--- config.mk ---
export PLATFORM = sky130hd
export DESIGN_NAME = wguard_top
export DESIGN_NICKNAME = d
export VERILOG_FILES = /design/src/rtl/wguard_pkg.sv /design/src/rtl/wguard_cfg_reg.sv /design/src/rtl/wguard_region.sv /design/src/rtl/wguard_top.sv
export SDC_FILE = /design/constraint.sdc
export NUM_CORES = 1
export LEC_CHECK = 0
export BUFFER_PORTS_ARGS = -buffer_cell sky130_fd_sc_hd__buf_2
export CAP_MARGIN = 5
export CORE_MARGIN = 2
export CORE_UTILIZATION = 31
export CTS_CLUSTER_DIAMETER = 200
export DETAILED_ROUTE_END_ITERATION = 8
export PLACE_DENSITY = 0.71
export SYNTH_ARGS = -nofsm -noshare
export SYNTH_HDL_FRONTEND = slang
export SYNTH_SLANG_ARGS = --single-unit
--- constraint.sdc ---
create_clock -name clk -period 1.05 [get_ports clk]
set_input_delay 0.105 -clock clk [delete_from_list [all_inputs] [get_ports clk]]
set_output_delay 0.105 -clock clk [all_outputs]
set_load 0.01 [all_outputs]
--- src/rtl/wguard_pkg.sv ---
package wguard_pkg;
    localparam int CFG_W  = 8;
    localparam int CODE_W = 3;

    typedef enum logic [1:0] {
        TGT_ARRAY = 2'd0,
        TGT_OTP   = 2'd1,
        TGT_CFG   = 2'd2,
        TGT_NONE  = 2'd3
    } tgt_e;

    // Field order matches the bit positions the protocol engine decodes.
    typedef struct packed {
        logic              lock;
        logic              pol;
        logic              spare_hi;
        logic [CODE_W-1:0] code;
        logic [1:0]        spare_lo;
    } cfg_t;
endpackage

--- src/rtl/wguard_cfg_reg.sv ---
module wguard_cfg_reg
    import wguard_pkg::*;
(
    input  logic             clk,
    input  logic             rst_n,
    input  logic             wr_en,
    input  logic [CFG_W-1:0] wdata,
    output cfg_t             cfg_q
);
    typedef struct packed {
        cfg_t cfg;
    } state_t;

    state_t st_d, st_q;

    always_comb begin
        st_d = st_q;
        if (wr_en) begin
            st_d.cfg = cfg_t'(wdata);
        end
    end

    always_ff @(posedge clk or negedge rst_n) begin
        if (!rst_n) begin
            st_q <= '0;
        end else begin
            st_q <= st_d;
        end
    end

    assign cfg_q = st_q.cfg;

    // An accepted write is visible on the following cycle.
    p_load_r5: assert property (@(posedge clk) disable iff (!rst_n)
        wr_en |=> (cfg_q == $past(wdata)));
endmodule

--- src/rtl/wguard_region.sv ---
module wguard_region
    import wguard_pkg::*;
#(
    parameter int ADDR_W = 12
) (
    input  logic [ADDR_W-1:0] addr,
    input  logic [CODE_W-1:0] code,
    output logic              in_region
);
    localparam int NCODE = 2 ** CODE_W;

    logic [NCODE-1:0] hit;

    assign hit[0]       = 1'b0;
    assign hit[NCODE-1] = 1'b1;

    // Code i protects the lowest 2^(ADDR_W-NCODE+1+i) bytes: top bits all zero.
    for (genvar i = 1; i <= NCODE - 2; i++) begin : g_code
        assign hit[i] = (addr[ADDR_W-1 -: (NCODE-1-i)] == '0);
    end

    assign in_region = hit[code];

    // Even the largest partial region leaves the top address writable.
    always_comb begin
        if ((code != CODE_W'(NCODE - 1)) && (&addr)) begin
            p_top_free_r8: assert (!in_region);
        end
    end
endmodule

--- src/rtl/wguard_top.sv ---
module wguard_top
    import wguard_pkg::*;
#(
    parameter int ADDR_W = 12
) (
    input  logic              clk,
    input  logic              rst_n,
    input  logic              wc_pin,
    input  logic              wcr_pin,
    input  logic [1:0]        tgt_sel,
    input  logic [ADDR_W-1:0] addr,
    input  logic              cfg_wr,
    input  logic [CFG_W-1:0]  cfg_wdata,
    output logic              wr_ok,
    output logic [CFG_W-1:0]  cfg_rdata
);
    cfg_t cfg;
    logic pin_ok;
    logic cfg_open;
    logic in_region;
    logic cfg_wr_en;

    assign pin_ok    = (wc_pin == cfg.pol);
    assign cfg_open  = !cfg.lock || wcr_pin;
    assign cfg_wr_en = cfg_wr && cfg_open;

    wguard_cfg_reg u_cfg (
        .clk   (clk),
        .rst_n (rst_n),
        .wr_en (cfg_wr_en),
        .wdata (cfg_wdata),
        .cfg_q (cfg)
    );

    wguard_region #(.ADDR_W(ADDR_W)) u_region (
        .addr      (addr),
        .code      (cfg.code),
        .in_region (in_region)
    );

    always_comb begin
        case (tgt_e'(tgt_sel))
            TGT_ARRAY: wr_ok = pin_ok && !in_region;
            TGT_OTP:   wr_ok = pin_ok;
            TGT_CFG:   wr_ok = cfg_open;
            default:   wr_ok = 1'b0;
        endcase
    end

    assign cfg_rdata = cfg;

    // Pin at its protecting level blocks array and page writes (R3, and R4 for inverted sense).
    p_pin_block_r3: assert property (@(posedge clk) disable iff (!rst_n)
        ((tgt_sel != 2'd2) && (wc_pin != cfg_rdata[6])) |-> !wr_ok);

    p_locked_hold_r6: assert property (@(posedge clk) disable iff (!rst_n)
        (cfg_wr && cfg_rdata[7] && !wcr_pin) |=> $stable(cfg_rdata));

    p_full_ro_r7: assert property (@(posedge clk) disable iff (!rst_n)
        ((tgt_sel == 2'd0) && (cfg_rdata[4:2] == 3'd7)) |-> !wr_ok);

    p_no_target_r10: assert property (@(posedge clk) disable iff (!rst_n)
        (tgt_sel == 2'd3) |-> !wr_ok);
endmodule

==> results of run 1 <==
[worst reg2reg max path, stage by stage (launching register included)]
cell and delay, ns:
dfrtp_1 0.35, nand2b_1 0.11, nand2_4 0.16, mux2_2 0.36
[synthesized netlist by cell type]
| library cell | count |
|---|---|
| a2bb2oi_1 | 1 |
| a311oi_2 | 1 |
| dfrtp_1 | 8 |
| inv_1 | 1 |
| mux2_2 | 8 |
| nand2_2 | 1 |
| nand2b_1 | 1 |
| nand2b_4 | 1 |
| nand3b_1 | 1 |
| nor2_1 | 1 |
| nor2b_1 | 1 |
| nor3b_2 | 1 |
| nor4_1 | 2 |
| o31ai_1 | 1 |
| xor2_1 | 1 |
[metal layers]
layer  part of all wire  track usage  wire length [microns]  vias up
met5                  0            0                      0        -
met4                  0       0.0517                      0        0
met3              0.085       0.0333                     78        0
met2               0.49        0.222                    451       17
met1               0.42        0.148                    383      168
li1                   -            -                      -      195
[what timing repair did]
item	4_1_cts	5_1_grt
setup endpoints to repair	9	12
setup buffers	1	1
endpoints found under the hold margin	8	0
gates resized for setup	1	3
hold buffers	1	0
[report_power, final]
part	internal, mW	switching [mW]
clock network	0.130	0.0855
registers	0.362	0.0392
logic	0.261	0.145
total	0.753	0.270
[stage by stage]
stage | util | setup slack [ns] | hold WS, ns
finish | 0.614 | -0.470 | 0.0904
global route | 0.614 | -0.559 | 0.0855
CTS | 0.595 | -0.473 | 0.0866
detailed placement | 0.555 | -0.230 | -0.0477
global placement | 0.555 | -0.221 | -0.0478
floorplan | - | -0.264 | -0.191
[worst min-delay path by stage]
stage / startpoint / end / slack [ns] / depth (start not counted)
2_1_floorplan: rst_n / u_cfg.cfg_q[0] / -0.19 / 0
3_3_place_gp: rst_n / u_cfg.cfg_q[5] / -0.05 / 1
3_5_place_dp: rst_n / u_cfg.cfg_q[5] / -0.05 / 1
4_1_cts: cfg_wdata[1] / u_cfg.cfg_q[1] / 0.09 / 2
5_1_grt: cfg_wdata[3] / u_cfg.cfg_q[3] / 0.09 / 2
6_report: cfg_wdata[1] / u_cfg.cfg_q[1] / 0.09 / 2
[kinds of logic (layout without fill, tap and decap cells)]
kind of cell | count (synthesis) | in the layout
AO/OA/AOI/OAI | 3 | 3
multiplexers | 8 | 8
flip-flops | 8 | 8
AND/OR/NAND/NOR | 9 | 9
XOR/XNOR | 1 | 1
buffers and inverters | 1 | 42
[cell type report]
cell class / count / area [sq um]
tap: 14 / 17.5
multi-input combinational: 21 / 230
inverter: 1 / 3.75
fill: 100 / 447
sequential: 8 / 200
clock buffer: 3 / 22.5
timing repair buffer: 38 / 235
==> results.md, run 1 <==
* XOR/XNOR Fraction of Synth Area at 0.0217
* Area of placed instances at about 640 sq um
* R2R cell count at 3
* Post-synth top area cell: dfrtp_1
* Total GRT Usage at 0.128
* Number of H-tree levels at 1
* Status: complete, but fails checks
* Critical Path Slowest Stage Cell: dfrtp_1
* Most common cell after layout, fill and taps aside: buf_2
* Max reg flops at 8
* Critical path type: reg2out
* FF-to-FF Start: u_cfg.cfg_q[7]
* Clk sinks at 8
* Row Count at 12
* Post-Synth Simple-Gate Area at 0.171
* Seq cells post-synth at 8
* Number of routed nets with antenna violations at 0
* # diodes at 0
* Syn Nets at 57
* Fin nets at 100
* Crit path to: wr_ok
* Vias at 380
* Cell Count Post-Placement at 79
* Fin crit period at between 1.5 and 2 ns
* Power per cell area at 1440 nW/um^2
* Total gr overflow at 0
* Final Hold Viols at 0
* CP bufs+invs at 1
* Worst slew pin tran at 0.228 ns
* Power consumption at 1.02 mW
* Synth top area share at 0.497
* CP max stage delay at 0.39 ns
* # Max-Cap Violations at 0
* Peak VDD IR at about 0.8 mV
* Post-Layout Cell Count at 85
* Post-DP HPWL at 680 microns
* WL final at roughly 910 microns
* Slew HR at 0.847
* Routed length per instance at 10.8 microns
* Failing checks: negative setup slack
* Initial detailed-routing violation count at 1
* Total CTS buffers at 3
* CP Data Required Time at 0.94 ns
* Starting Density at 0.348
* Yosys cell types at 15
* Core ar. at 1160 sq um
* Max Slew Vio Count at 0
* Mapped Area at 403 sq um
* Area growth from synthesis to layout at 76.1%
* Final setup margin at -0.470 ns
* Post-Synth Adder-Cell Area at 0
* Crit path DAT at approximately 1.4 ns
* Post-synthesis mux area share at 0.224
* First-pass iteration count of the detailed router at 2
* Tcrit/Tclk final at 1.45
* IO Port Bufs at 29
* Main combinational cell family by area after synthesis: multiplexers
* FF-to-FF End: u_cfg.cfg_q[2]
* Reg clk slew, reported paths at 0.05 ns
* Worst path depth at 5
* Clock Tree Root: clkbuf_4
* RSZ-0062 raised after global routing: true
* Nature of the critical path endpoint: primary output
* Post-synthesis sequential area ratio at 0.497
* Share of layout cells above drive strength 1 at 0.732
* Syn Inst Count at 30
* I/O pin count at 36
* Ranking of synthesized cells by area: dfrtp_1 (50%), mux2_2 (22%), a311oi_2 (3.7%)
* Critical Path Start: u_cfg.cfg_q[2]
* CP max FO at 3
* Die width at 40.1 microns
* Worst Clk Skew at 0.00510 ns
* CP Cell Sequence: nor3b_2 > a311oi_2 > nor4_1 > o31ai_1 > buf_2
* Die area at about 1600 sq um
* Setup TNS at -0.713 ns
* Top delay family on crit path: flip-flops
* Setup-failing EPs final at 10
* Compound-Gate Fraction of Synth Area at 0.0776
* Largest net degree at the start of global routing at 9
* Final Instance Area at 709 sq um
* DR vias/cell at between 4 and 5
* Initial antenna violation count at 0
* Commonest non-fill, non-tap cells in the layout: buf_2 (27), dfrtp_1 (8), mux2_4 (7)
* Worst Hold Class: in2reg
* P_leak at between 0.3 and 0.4 nW
* Syn avg cell area at 13.4 sq um
* Vias in the first global route at 348
* R2R Setup Slk at -0.04 ns
* First-pass GRT wire length at 1.35 mm
* Worst-Skew Late Latency at around 0.24 ns
* Longest Clk Path Bufs at 2
* Post-route DRC at 0
* CTS tree: yes
* Setup crit start kind: flip-flop
* Fmax at between 600 and 700 MHz
* Yosys warns at 0
* Gpl congestion at ~0.64
* Height of the die at 40.1 microns
No activity file was read; power rests on OpenSTA's default activity.
==> run 2: changes to the inputs <==
Settings changed: BUFFER_PORTS_ARGS -buffer_cell sky130_fd_sc_hd__buf_2 to -buffer_cell sky130_fd_sc_hd__buf_4.
==> run 2 against run 1 <==
  * Sequential power grew 1%
  * Largest cell class unchanged
  * Cell area grew 12%
  * Clock skew shrank 0.0038 ns
  * Power grew 9.0%
  * Sequential share of layout area shrank 3.1 points
  * Cell count grew 1.2%
  * The flow still finishes with violations (negative setup slack)
  * Routed wire length grew 14%
  * Via count grew 6.6%
  * Die area is the same
  * Combinational power grew 18%
  * Critical path depth is the same
  * Non-clock buffer count grew 1
==> results.md, run 2 (synthesis gave the netlist of run 1 again) <==
* CP bufs+invs at 1 (unchanged)
* Fin nets at 101 (+1.0%)
* Slew HR at 0.849 (+0.00236)
* Core ar. at 1160 sq um (unchanged)
* DP Worst Slack at -0.250 ns (-0.0196 ns)
* Setup-failing EPs final at 11 (+1)
* Setup crit start kind: flip-flop
* Post-route DRC at 0 (unchanged)
* Switching pwr at 0.297 mW (+9.9%)
* CP Cell Sequence: nand2b_4 > a311oi_2 > nor4_1 > o31ai_1 > buf_4
* Height of the die at 40.1 microns (unchanged)
* Clock Tree Root: clkbuf_4
* Final setup margin at -0.493 ns (-0.0230 ns)
* Initial antenna violation count at 0 (unchanged)
* Commonest non-fill, non-tap cells in the layout: buf_4 (32), mux2_4 (8), dfrtp_1 (8)
* Vias at 405 (+6.6%)
* Nature of the critical path endpoint: primary output
* Sequential share of power at 0.364 (-0.028)
* Worst hold margin at 0.0802 ns (-0.0102 ns)
* Power consumption at 1.11 mW (+9.0%)
* Setup TNS at -0.795 ns (-0.0820 ns)
* Cell internal pwr at 0.818 mW (+8.7%)
* Number of H-tree levels at 1 (unchanged)
* Status: complete, but fails checks
* Tcrit/Tclk final at 1.47 (+0.0219)
* Area growth from synthesis to layout at 97.5%
* Power per cell area at 1400 nW/um^2 (-2.8%)
* Worst-Skew Late Latency at 0.25 ns (about the same)
* Initial detailed-routing violation count at 2 (+1)
* Routed length per instance at 12.1 microns (+13%)
* First-pass iteration count of the detailed router at 3 (+1)
* # Max-Cap Violations at 0 (unchanged)
* Number of routed nets with antenna violations at 0 (unchanged)
* Multi-input gate area at 234 sq um (+1.6%)
* Reg clk slew, reported paths at 0.05 ns (about the same)
* Total CTS buffers at 3 (unchanged)
* Peak VDD IR at 0.774 mV (-3.6%)
* Failing checks: negative setup slack
* Most common cell after layout, fill and taps aside: buf_4
* Largest net degree at the start of global routing at 9 (unchanged)
* Fin crit period at 1.54 ns (+0.0230 ns)
* Max reg flops at 8 (unchanged)
* Sw frac at 0.266 (+0.00222)
* Worst slew pin tran at 0.225 ns (-0.00351 ns)
* Total gr overflow at 0 (unchanged)
* Share of layout cells above drive strength 1 at 0.736 (+0.00372)
* Row Count at 12 (unchanged)
* CTS tree: yes
* Crit path DAT at 1.44 ns (+0.02 ns)
* Worst Clk Skew at 0.00134 ns (-0.00376 ns)
* CP max FO at 3 (unchanged)
* FF/Latch Area at 200 sq um (unchanged)
* Gpl congestion at 0.653 (+2.1%)
* Critical path type: reg2out
* CP max stage delay at 0.39 ns (about the same)
* P_leak at 0.414 nW (+9.3%)
* I/O pin count at 36 (unchanged)
* Starting Density at 0.348 (unchanged)
* Fmax at 648 MHz (-1.5%)
* FILL cells at 100 (unchanged)
* Combinational Power Share at 0.430 (+0.032)
* Clk sinks at 8 (unchanged)
* CP Data Required Time at 0.94 ns (about the same)
* Post-DP HPWL at 776 microns (+14%)
* Worst Hold Class: in2reg
* Total GRT Usage at 0.157 (+0.0283)
* Die width at 40.1 microns (unchanged)
* First-pass GRT wire length at 1.52 mm (+13%)
* Final Hold Viols at 0 (unchanged)
* Max Slew Vio Count at 0 (unchanged)
* DR vias/cell at 4.71 (+5.3%)
* Critical Path Slowest Stage Cell: dfrtp_1
* Longest Clk Path Bufs at 2 (unchanged)
* WL final at 1.04 mm (+14%)
* Vias in the first global route at 404 (+16%)
* Clk pwr share at 0.206 (-0.004)
* # diodes at 0 (unchanged)
* Die area at 1600 sq um (unchanged)
* Top delay family on crit path: compound AO/OA/AOI/OAI gates
* RSZ-0062 raised after global routing: true
* IO Port Bufs at 29 (unchanged)
-- run 2: cell count changes in the layout (fill, tap and decap cells not counted), sizes merged --
cell  before  now
buf       37   38
-- run 2: what timing repair did --
action | 4_1_cts | 5_1_grt
endpoints found under the hold margin | 8 | 0
setup endpoints to repair | 12 | 12
pin swaps | 0 | 1
resized for setup | 3 | 5
buffers inserted | 2 | 2
hold buffers | 1 | 0
-- run 2: layout make-up --
cell class	instances	area share
repair buffers	39	0.399
multi-input cells	21	0.294
flip-flops and latches	8	0.252
clock buffers	3	0.0283
well taps	14	0.0220
inverters	1	0.00472
-- run 2: routing by layer --
metal | wire (microns) | global-route usage | up-vias
met1 | 382 | 0.153 | 187
li1 | - | - | 197
met4 | 12 | 0.129 | 0
met5 | 0 | 0 | -
met2 | 543 | 0.262 | 19
met3 | 107 | 0.0556 | 2
-- run 2: worst paths after layout --
kind | startpoint | endpoint | slack, ns | depth (start not counted)
worst max register to register | u_cfg.cfg_q[7] | u_cfg.cfg_q[2] | -0.03 | 3
min in group asynchronous | rst_n | u_cfg.cfg_q[1] | 0.20 | 2
worst min-delay path | cfg_wdata[1] | u_cfg.cfg_q[1] | 0.08 | 2
max in group asynchronous | rst_n | u_cfg.cfg_q[7] | 0.72 | 2
worst min register to register | u_cfg.cfg_q[1] | u_cfg.cfg_q[1] | 0.52 | 1
worst max-delay path | u_cfg.cfg_q[2] | wr_ok | -0.49 | 5
-- run 2: stage by stage --
step / std cells / utilization / area, sq um
after floorplan: 30 / - / 434
after global placement: 79 / 0.618 / 714
after detailed placement: 79 / 0.618 / 714
after CTS: 85 / 0.669 / 773
after global routing: 86 / 0.688 / 796
final: 86 / 0.688 / 796
-- run 2: power by group through the flow --
stage | Sequential (mW) | Clock (mW) | Combinational (mW)
final | 0.405 | 0.230 | 0.479
after detailed placement | 0.405 | 0 | 0.416
after global routing | 0.412 | 0.264 | 0.513
after CTS | 0.404 | 0.242 | 0.452
after global placement | 0.406 | 0 | 0.410
after floorplan | 0.433 | 0 | 0.153
==> run 3: changes to the inputs <==
Settings changed: BUFFER_PORTS_ARGS -buffer_cell sky130_fd_sc_hd__buf_4 to -buffer_cell sky130_fd_sc_hd__clkbuf_2, SKIP_CTS_REPAIR_TIMING set to 1.
Clock period 1.05 ns to 1.4 ns, I/O delays scaled along.
==> run 3 against run 2 <==
  * The flow still finishes with violations (negative setup slack)
  * Clock power shrank 28%
  * Critical path depth is the same
  * Worst setup slack gained 0.29 ns
  * Critical endpoint unchanged
  * Highest routed layer is now met3
  * Utilization shrank 16 points
  * Combinational power shrank 58%
  * Cell count shrank 9.3%
  * Worst hold slack gained 0.044 ns
  * Largest power group is now sequential cells
  * Sequential share of layout area grew 7.9 points
==> results.md, run 3 (synthesis gave the netlist of run 1 again) <==
* Max Slew Vio Count at 0 (unchanged)
* Post-Layout Cell Count at 78 (-9.3%)
* Worst slew pin tran at 0.237 ns (+0.0125 ns)
* Sequential share of power at 0.452 (+0.088)
* Number of H-tree levels at 1 (unchanged)
* Failing checks: negative setup slack
* First-pass GRT wire length at 1.20 mm (-21%)
* R2R cell count at 3 (unchanged)
* Area growth from synthesis to layout at 50.3%
* Routed length per instance at 10.2 microns (-16%)
* # diodes at 0 (unchanged)
* Power consumption at 0.672 mW (-40%)
* CP Data Required Time at 1.26 ns (+0.32 ns)
* Vias in the first global route at 341 (-16%)
* FILL cells at 107 (+7.0%)
* Tcrit/Tclk final at 1.15
* Row Count at 12 (unchanged)
* Worst hold margin at 0.124 ns (+0.0439 ns)
* Worst Hold Depth at 2 (unchanged)
* Cell Count Post-Placement at 74 (-6.3%)
* FF-to-FF Start: u_cfg.cfg_q[7]
* Power per cell area at 1110 nW/um^2 (-21%)
* Number of routed nets with antenna violations at 0 (unchanged)
* Reg clk slew, reported paths at 0.05 ns (about the same)
* Total GRT Usage at 0.118 (-0.0383)
* Largest net degree at the start of global routing at 9 (unchanged)
* Fmax at 622 MHz
* Status: complete, but fails checks
* Post-route DRC at 0 (unchanged)
* Initial detailed-routing violation count at 0 (-2)
* FF-to-FF End: u_cfg.cfg_q[2]
* Peak VDD IR at 0.669 mV (-14%)
* First-pass iteration count of the detailed router at 1 (-2)
* Initial antenna violation count at 0 (unchanged)
* Clock Tree Root: clkbuf_4
* # Max-Cap Violations at 0 (unchanged)
* Fin util at 0.524 (-0.165)
* Gpl congestion at 0.669 (+2.5%)
* Fin nets at 93 (-7.9%)
* Fin crit period at ~1.6 ns
* Critical Path Start: u_cfg.cfg_q[2]
* Clk sinks at 8 (unchanged)
* Crit path DAT at 1.47 ns (+0.03 ns)
* Final setup margin at -0.208 ns (+0.285 ns)
* Crit path to: wr_ok
* IO Port Bufs at 29 (unchanged)
* Sw frac at 0.276 (+0.00944)
* Commonest non-fill, non-tap cells in the layout: clkbuf_2 (28), mux2_2 (8), dfrtp_1 (8)
* Combinational Power Share at 0.301 (-0.129)
* Clk pwr share at 0.247 (+0.041)
* Starting Density at 0.348 (unchanged)
* Core ar. at 1160 sq um (unchanged)
* WL final at 795 microns (-24%)
* P_leak at 0.310 nW (-25%)
* Final Hold Viols at 0 (unchanged)
* Die area at 1600 sq um (unchanged)
* Worst-Skew Late Latency at 0.24 ns (about the same)
* CP max FO at 4 (+1)
* Setup crit start kind: flip-flop
* Most common cell after layout, fill and taps aside: clkbuf_2
* Critical path type: reg2out
* DP Worst Slack at 0.0245 ns (+0.274 ns)
* Total gr overflow at 0 (unchanged)
* Max reg flops at 8 (unchanged)
* Worst Hold Class: in2reg
* Switching pwr at 0.185 mW (-38%)
* Nature of the critical path endpoint: primary output
* Setup-failing EPs final at 1 (-10)
* Height of the die at 40.1 microns (unchanged)
* Vias at 372 (-8.1%)
* Worst Clk Skew at 0.00155 ns (+0.000219 ns)
* Share of layout cells above drive strength 1 at 0.703 (-0.0330)
* I/O pin count at 36 (unchanged)
* Slew HR at 0.840 (-0.00841)
* R2R Setup Slk at 0.30 ns (+0.33 ns)
* Longest Clk Path Bufs at 2 (unchanged)
* RSZ-0062 raised after global routing: true
* CTS tree: yes
* Cell internal pwr at 0.487 mW (-40%)
* Die width at 40.1 microns (unchanged)
* Total CTS buffers at 3 (unchanged)
* DR vias/cell at 4.77 (+1.3%)
## run 3: cell count changes in the layout (fill, tap and decap cells not counted), sizes merged
cell | previous run | this run
clkbuf | 3 | 31
buf | 38 | 2
## run 3: final cells by class
class | instances | area [sq um] | area share
clock buffers | 3 | 22.5 | 0.0372
inverters | 1 | 3.75 | 0.00620
multi-input cells | 21 | 199 | 0.329
flip-flops and latches | 8 | 200 | 0.331
well taps | 14 | 17.5 | 0.0289
repair buffers | 31 | 163 | 0.269
## run 3: critical path, stage by stage, from the launching register on
cell and delay (ns):
dfrtp_1 0.41, nand2b_4 0.15, a311oi_2 0.25, nor4_1 0.07
o31ai_1 0.18, buf_2 0.16
## run 3: power groups by stage
stage	clock network (mW)	registers (mW)	logic [mW]
6_report	0.166	0.304	0.202
5_1_grt	0.186	0.311	0.223
4_1_cts	0.178	0.305	0.205
3_5_place_dp	0	0.308	0.204
3_3_place_gp	0	0.307	0.203
2_1_floorplan	0	0.323	0.0892
## run 3: how the worst min path moves through the flow
stage | startpoint | to | slack (ns)
finish | cfg_wdata[5] | u_cfg.cfg_q[5] | 0.12
global route | cfg_wdata[3] | u_cfg.cfg_q[3] | 0.12
global placement | rst_n | u_cfg.cfg_q[0] | -0.003
CTS | rst_n | u_cfg.cfg_q[5] | -0.27
detailed placement | rst_n | u_cfg.cfg_q[0] | -0.007
floorplan | rst_n | u_cfg.cfg_q[0] | -0.16
## run 3: through the flow
step / setup TNS (ns) / instance area (sq um)
after CTS: -0.249 / 596
final: -0.208 / 606
after floorplan: 0 / 403
after global routing: -0.306 / 606
after global placement: 0 / 573
after detailed placement: 0 / 573
## run 3: layer usage
layer / vias up / wire length [microns] / global-route usage
met2: 17 / 397 / 0.218
met5: - / 0 / 0
met4: 0 / 0 / 0.0776
met3: 0 / 59 / 0.0333
li1: 182 / - / -
met1: 173 / 337 / 0.112
